[config.mk]
export PLATFORM = sky130hd
export DESIGN_NAME = gpio_irq_ctrl
export DESIGN_NICKNAME = d
export VERILOG_FILES = /design/src/rtl/gpio_irq_pkg.sv /design/src/rtl/gpio_line.sv /design/src/rtl/gpio_port.sv /design/src/rtl/gpio_irq_ctrl.sv
export SDC_FILE = /design/constraint.sdc
export NUM_CORES = 1
export LEC_CHECK = 0
export ABC_CLOCK_PERIOD_IN_PS = 4000
export BUFFER_PORTS_ARGS = -buffer_cell sky130_fd_sc_hd__buf_2
export CORE_MARGIN = 2
export CORE_UTILIZATION = 40
export CTS_CLUSTER_DIAMETER = 100
export DETAILED_ROUTE_END_ITERATION = 12
export GPL_TIMING_DRIVEN = 1
export PLACE_DENSITY = 0.55
export SLEW_MARGIN = 10
export SYNTH_ARGS = -nofsm -noshare
export SYNTH_HDL_FRONTEND = slang
export SYNTH_SLANG_ARGS = --single-unit
[constraint.sdc]
create_clock -name clk -period 4 [get_ports clk]
set_input_delay 0.2 -clock clk [delete_from_list [all_inputs] [get_ports clk]]
set_output_delay 0.2 -clock clk [all_outputs]
set_load 0.05 [all_outputs]
[src/rtl/gpio_irq_pkg.sv]
// Shared constants and register selector codes for the GPIO interrupt block.
// Assumes a fixed set of three ports: A, B and F.
package gpio_irq_pkg;
    localparam int NPORTS = 3;

    typedef enum logic [3:0] {
        SEL_OUT   = 4'd0,
        SEL_DIR   = 4'd1,
        SEL_KIND  = 4'd2,
        SEL_POL   = 4'd3,
        SEL_EN    = 4'd4,
        SEL_DB    = 4'd5,
        SEL_CLR   = 4'd6,
        SEL_STAT  = 4'd7
    } reg_sel_e;
endpackage

[src/rtl/gpio_line.sv]
// One interrupt-capable input line: two-flop synchronizer, tick-based
// debounce filter, edge detector, edge latch and pending decision.
// Assumes sample_tick is a single-cycle strobe and all config is static
// relative to one clock.
module gpio_line #(
    parameter int DB_TICKS = 4
) (
    input  logic clk,
    input  logic rst_n,
    input  logic sample_tick,
    input  logic pin,
    input  logic db_en,
    input  logic kind,
    input  logic pol,
    input  logic en,
    input  logic clr,
    output logic sync_val,
    output logic flt_val,
    output logic pend
);
    localparam int CW = $clog2(DB_TICKS + 1);

    logic          meta;
    logic [CW-1:0] cnt;
    logic          prev;
    logic          latched;
    logic          qual;
    logic          hit;

    // Bring the asynchronous pin into the clock domain.
    always_ff @(posedge clk) begin
        if (!rst_n) begin
            meta     <= 1'b0;
            sync_val <= 1'b0;
        end else begin
            meta     <= pin;
            sync_val <= meta;
        end
    end

    // Accept a new level after DB_TICKS consecutive differing samples.
    always_ff @(posedge clk) begin
        if (!rst_n) begin
            flt_val <= 1'b0;
            cnt     <= '0;
        end else if (sample_tick) begin
            if (sync_val == flt_val) begin
                cnt <= '0;
            end else if (cnt == CW'(DB_TICKS - 1)) begin
                flt_val <= sync_val;
                cnt     <= '0;
            end else begin
                cnt <= cnt + CW'(1);
            end
        end
    end

    assign qual = db_en ? flt_val : sync_val;

    // Remember the qualified level of the previous cycle.
    always_ff @(posedge clk) begin
        if (!rst_n) prev <= 1'b0;
        else        prev <= qual;
    end

    assign hit = kind & (pol ? (qual & ~prev) : (~qual & prev));

    // Hold an edge event until cleared; a disabled line holds nothing.
    always_ff @(posedge clk) begin
        if (!rst_n)      latched <= 1'b0;
        else if (!en)    latched <= 1'b0;
        else if (hit)    latched <= 1'b1;
        else if (clr)    latched <= 1'b0;
    end

    assign pend = en & (kind ? latched : (qual == pol));
endmodule

[src/rtl/gpio_port.sv]
// One GPIO port: configuration registers, a line instance per pin and the
// read-data selector. Assumes wr_en is already qualified for this port.
module gpio_port
    import gpio_irq_pkg::*;
#(
    parameter int LINES    = 8,
    parameter int DB_TICKS = 4
) (
    input  logic             clk,
    input  logic             rst_n,
    input  logic             sample_tick,
    input  logic             wr_en,
    input  logic [3:0]       reg_sel,
    input  logic [LINES-1:0] wdata,
    input  logic [LINES-1:0] pins,
    output logic [LINES-1:0] rdata,
    output logic [LINES-1:0] out_q,
    output logic [LINES-1:0] oe_q,
    output logic [LINES-1:0] status,
    output logic [LINES-1:0] en_q,
    output logic [LINES-1:0] flt
);
    logic [LINES-1:0] kind_q;
    logic [LINES-1:0] pol_q;
    logic [LINES-1:0] db_q;
    logic [LINES-1:0] clr_vec;
    logic [LINES-1:0] sync_vec;

    // Store software-written configuration.
    always_ff @(posedge clk) begin
        if (!rst_n) begin
            out_q  <= '0;
            oe_q   <= '0;
            kind_q <= '0;
            pol_q  <= '0;
            en_q   <= '0;
            db_q   <= '0;
        end else if (wr_en) begin
            case (reg_sel)
                SEL_OUT:  out_q  <= wdata;
                SEL_DIR:  oe_q   <= wdata;
                SEL_KIND: kind_q <= wdata;
                SEL_POL:  pol_q  <= wdata;
                SEL_EN:   en_q   <= wdata;
                SEL_DB:   db_q   <= wdata;
                default:  ;
            endcase
        end
    end

    assign clr_vec = (wr_en && reg_sel == SEL_CLR) ? wdata : '0;

    for (genvar i = 0; i < LINES; i++) begin : g_line
        gpio_line #(.DB_TICKS(DB_TICKS)) line_i (
            .clk         (clk),
            .rst_n       (rst_n),
            .sample_tick (sample_tick),
            .pin         (pins[i]),
            .db_en       (db_q[i]),
            .kind        (kind_q[i]),
            .pol         (pol_q[i]),
            .en          (en_q[i]),
            .clr         (clr_vec[i]),
            .sync_val    (sync_vec[i]),
            .flt_val     (flt[i]),
            .pend        (status[i])
        );
    end

    // Select the register addressed by reg_sel for reading.
    always_comb begin
        case (reg_sel)
            SEL_OUT:  rdata = (oe_q & out_q) | (~oe_q & sync_vec);
            SEL_DIR:  rdata = oe_q;
            SEL_KIND: rdata = kind_q;
            SEL_POL:  rdata = pol_q;
            SEL_EN:   rdata = en_q;
            SEL_DB:   rdata = db_q;
            SEL_STAT: rdata = status;
            default:  rdata = '0;
        endcase
    end
endmodule

[src/rtl/gpio_irq_ctrl.sv]
// Top of the GPIO interrupt block: address decode over three ports and
// interrupt output combining (A and B shared, F one output per line).
// Assumes bus_addr[7:6] is zero for valid accesses.
module gpio_irq_ctrl
    import gpio_irq_pkg::*;
#(
    parameter int LINES    = 8,
    parameter int DB_TICKS = 4
) (
    input  logic               clk,
    input  logic               rst_n,
    input  logic               bus_valid,
    input  logic               bus_write,
    input  logic [7:0]         bus_addr,
    input  logic [LINES-1:0]   bus_wdata,
    output logic [LINES-1:0]   bus_rdata,
    input  logic               sample_tick,
    input  logic [3*LINES-1:0] pin_in,
    output logic [3*LINES-1:0] pin_out,
    output logic [3*LINES-1:0] pin_oe,
    output logic               irq_ab,
    output logic [LINES-1:0]   irq_f
);
    localparam int NPINS = NPORTS * LINES;

    logic                          in_range;
    logic [1:0]                    port_id;
    logic [NPORTS-1:0][LINES-1:0]  rd_p;
    logic [NPINS-1:0]              en_all;
    logic [NPINS-1:0]              stat_all;
    logic [NPINS-1:0]              flt_all;

    assign in_range = (bus_addr[7:6] == 2'b00);
    assign port_id  = bus_addr[5:4];

    for (genvar p = 0; p < NPORTS; p++) begin : g_port
        logic wr_here;
        assign wr_here = bus_valid & bus_write & in_range & (port_id == 2'(p));

        gpio_port #(.LINES(LINES), .DB_TICKS(DB_TICKS)) port_i (
            .clk         (clk),
            .rst_n       (rst_n),
            .sample_tick (sample_tick),
            .wr_en       (wr_here),
            .reg_sel     (bus_addr[3:0]),
            .wdata       (bus_wdata),
            .pins        (pin_in[p*LINES +: LINES]),
            .rdata       (rd_p[p]),
            .out_q       (pin_out[p*LINES +: LINES]),
            .oe_q        (pin_oe[p*LINES +: LINES]),
            .status      (stat_all[p*LINES +: LINES]),
            .en_q        (en_all[p*LINES +: LINES]),
            .flt         (flt_all[p*LINES +: LINES])
        );
    end

    // Return the addressed port's data; unmapped space reads zero.
    always_comb begin
        bus_rdata = '0;
        if (in_range) begin
            case (port_id)
                2'd0:    bus_rdata = rd_p[0];
                2'd1:    bus_rdata = rd_p[1];
                2'd2:    bus_rdata = rd_p[2];
                default: bus_rdata = '0;
            endcase
        end
    end

    assign irq_ab = |stat_all[2*LINES-1:0];
    assign irq_f  = stat_all[3*LINES-1:2*LINES];
endmodule

==> flow_metrics.tcl <==
set metrics [dict create \
    cts_tree "done" \
    grt_usage_pct 24.2 \
    start_util_pct 40.6 \
    async_flop_share_pct 0 \
    power_density_nw_per_um2 406 \
    endpoint_kind "output port" \
    synth.distinct_cells 65 \
    critPathArrivalTime_ps 3070 \
    antenna_found_initial 0 \
    core_area_um2 39800 \
    path_max_fanout 4 \
    synth_compound_area_share_pct 13.1 \
    synth_top_family_by_area "simple AND/OR/NAND/NOR gates" \
    grt_pass1_vias 12400 \
    hpwlAfterDp_um 35900 \
    die_height_um 205 \
    via_count 13300 \
    clkTransAtPathRegs_ps 60 \
    cpPeakStageDelay_ps 720 \
    grt_max_degree 148 \
    leakage_nw 6.75 \
    fin_area_um2 18700 \
    area_delta_synth_final_pct 15.7 \
    post_cts_buffers 0 \
    netlist_area_um2 16200 \
    drive_gt1_share_pct 11.9 \
    crit_slowest_cell "o41ai_1" \
    gp_congestion 0.936 \
    status "completed" \
    required_ps 3800 \
    die_x_um 205 \
    synthSimpleGateAreaFrac_pct 26.4 \
    grt_pass1_wl_um 76800 \
    n_fill_cell 3884 \
    root_buffer "clkbuf_16" \
    ys_warn_count 0 \
    rsz0062_at_grt "false" \
    path_buf_inv 1 \
    fin_crit_ps 3270 \
    wl_per_cell_um 20.8 \
    fmax_mhz 306 \
    ys_ff_latch 336 \
    synthMuxAreaShare_pct 10.9 \
    top_level_ports 110 \
    drt-initial-drc-count 920 \
    synth_edf_count 0 \
    numCtsBuffers 40 \
    numPortBuffers 109 \
    holdWs_ps 185 \
    crit_chain "mux2i_1 -> xor2_1 -> o211ai_1 -> o32ai_1 -> nor3_1 -> o41ai_1 -> buf_2" \
    synth_top_area_share_pct 41.6 \
    fin_crit_sh_pct 81.7 \
    synth_common_cells "dfxtp_1 (336), nand2_1 (241), mux2i_1 (164)" \
    slew_violations 0 \
    yosysMostFrequentCell "dfxtp_1" \
    first_pass_iters 6 \
    grt.overflow.total 0 \
    nNetsFinal 1972 \
    ir_drop_mv 0.288 \
    clock_latency_ps 570 \
    synth_area_leaders "dfxtp_1 (42%), mux2i_1 (10%), nand2_1 (5.6%), a21boi_0 (5.0%), nor2b_1 (4.8%)" \
    crit_type "flip-flop to output port" \
    htreeDepth 2 \
    ant_nets 0 \
    synth_cells 1824 \
    critPathTopFamily "compound AO/OA/AOI/OAI gates" \
    synth_xor_area_share_pct 2.60 \
    finalSetupTns_ps 0 \
    critPathLaunchType "flip-flop" \
    drt-total-wl_um 51200 \
    synth_seq_area_share_pct 41.6 \
    clock_skew_ps 14.9 \
    clockBufferDepth 3 \
    yosys.area_share.adder_pct 1.86 \
    setup_viol 0 \
    fp-row-count 73 \
    place_area_um2 17100 \
    syn_avg_cell_area_um2 8.88 \
    maxSlewHeadroom_pct 36.5 \
    hold_viol_final 0 \
    cap_violations 0 \
    power_w 0.00761 \
    cts_sinks 336 \
    drc 0 \
    synth-main-ff-cell "dfxtp_1" \
    tightestPinTransition_ps 950 \
    dieArea_um2 42100 \
    drt-vias-per-instance 5.41 \
    hold_class "input pin to flip-flop" \
    syn_nets 1893 \
    synth_top_cell_by_area "dfxtp_1" \
]
worst min-delay path: stages:
cell and delay (ps):
buf_2 280, nand2_1 140, a21boi_0 80
flip-flops by register name, indices dropped and copies added (netlist names):
name and cells:
g_port.port_i.en_q 24, g_port.port_i.out_q 24, g_port.port_i.g_line.line_i.cnt 72, g_port.port_i.g_line.line_i.meta 24, g_port.port_i.g_line.line_i.sync_val 24, g_port.port_i.kind_q 24, g_port.port_i.db_q 24, g_port.port_i.g_line.line_i.latched 24
g_port.port_i.pol_q 24, g_port.port_i.g_line.line_i.prev 24, g_port.port_i.oe_q 24, g_port.port_i.g_line.line_i.flt_val 24
final cells by class:
cell class / count / area (µm²) / share of cell area (%)
antenna: 1 / 2.50 / 0.0134
clock buffer: 56 / 1170 / 6.25
clock inverter: 15 / 208 / 1.11
inverter: 11 / 41.3 / 0.220
multi-input combinational: 1354 / 8920 / 47.6
sequential: 336 / 6730 / 35.9
tap: 525 / 657 / 3.51
timing repair buffer: 160 / 1000 / 5.36
path summary, 6_finish.rpt:
path,from,to,slack (ps),cells after the start
min,bus_wdata[0],g_port[0].port_i.out_q[0],180,3
max,g_port[0].port_i.db_q[7],bus_rdata[7],730,7
max reg2reg,g_port[2].port_i.db_q[6],g_port[2].port_i.g_line[6].line_i.latched,2420,6
min reg2reg,g_port[1].port_i.g_line[4].line_i.meta,g_port[1].port_i.g_line[4].line_i.sync_val,430,1
through the flow:
| step | setup slack (ps) | utilization, % | std cells |
|---|---|---|---|
| 2_1_floorplan | 742 | - | 1824 |
| 3_5_place_dp | 872 | 42.9 | 2362 |
| 5_1_grt | 576 | 47.0 | 2457 |
| 4_1_cts | 724 | 47.0 | 2457 |
| 3_3_place_gp | 914 | 42.9 | 2362 |
| 6_report | 733 | 47.0 | 2458 |
metal layers:
layer	up-vias	share of wire, %	track usage (%)
li1	6491	-	-
met1	6371	46	32.4
met2	355	45	38.4
met3	84	5.9	4.56
met4	0	3.4	9.76
met5	-	0	0
cells in the final DEF (no fill, tap or decap), drive strengths merged, types with 10 or more instances in the layout:
cell type and count:
nor3b 21, mux2 11, nand2b 74, ha 24, nand3 115, inv 12
clkinv 10, and3b 16, nor2b 124, and2 83, buf 135, dlygate4sd3 24
nand2 241, nor2 39, xor2 27, o211ai 13, dfxtp 336, a221oi 10
mux2i 164, a22oi 15, nand3b 27, nand4 24, a21oi 52, o21ai 67
xnor2 21, a21boi 107, clkbuf 57
logic make-up after synthesis:
logic type | Yosys count
compound gates | 317
xor+xnor | 48
fa+ha+maj | 24
buf+inv | 134
flops | 336
mux | 175
simple gates | 790
power breakdown:
part / total (W) / internal [W] / switching (W)
sequential: 0.00341 / 0.00338 / 0.0000305
clock: 0.00377 / 0.00231 / 0.00147
combinational: 0.000419 / 0.000152 / 0.000267
total: 0.00761 / 0.00584 / 0.00176
what timing repair did:
action | in CTS | in global routing
hold buffers | 24 | 0
resized for setup | 0 | 0
hold endpoints to repair | 24 | 0
Power figures use the tool's default switching activity.
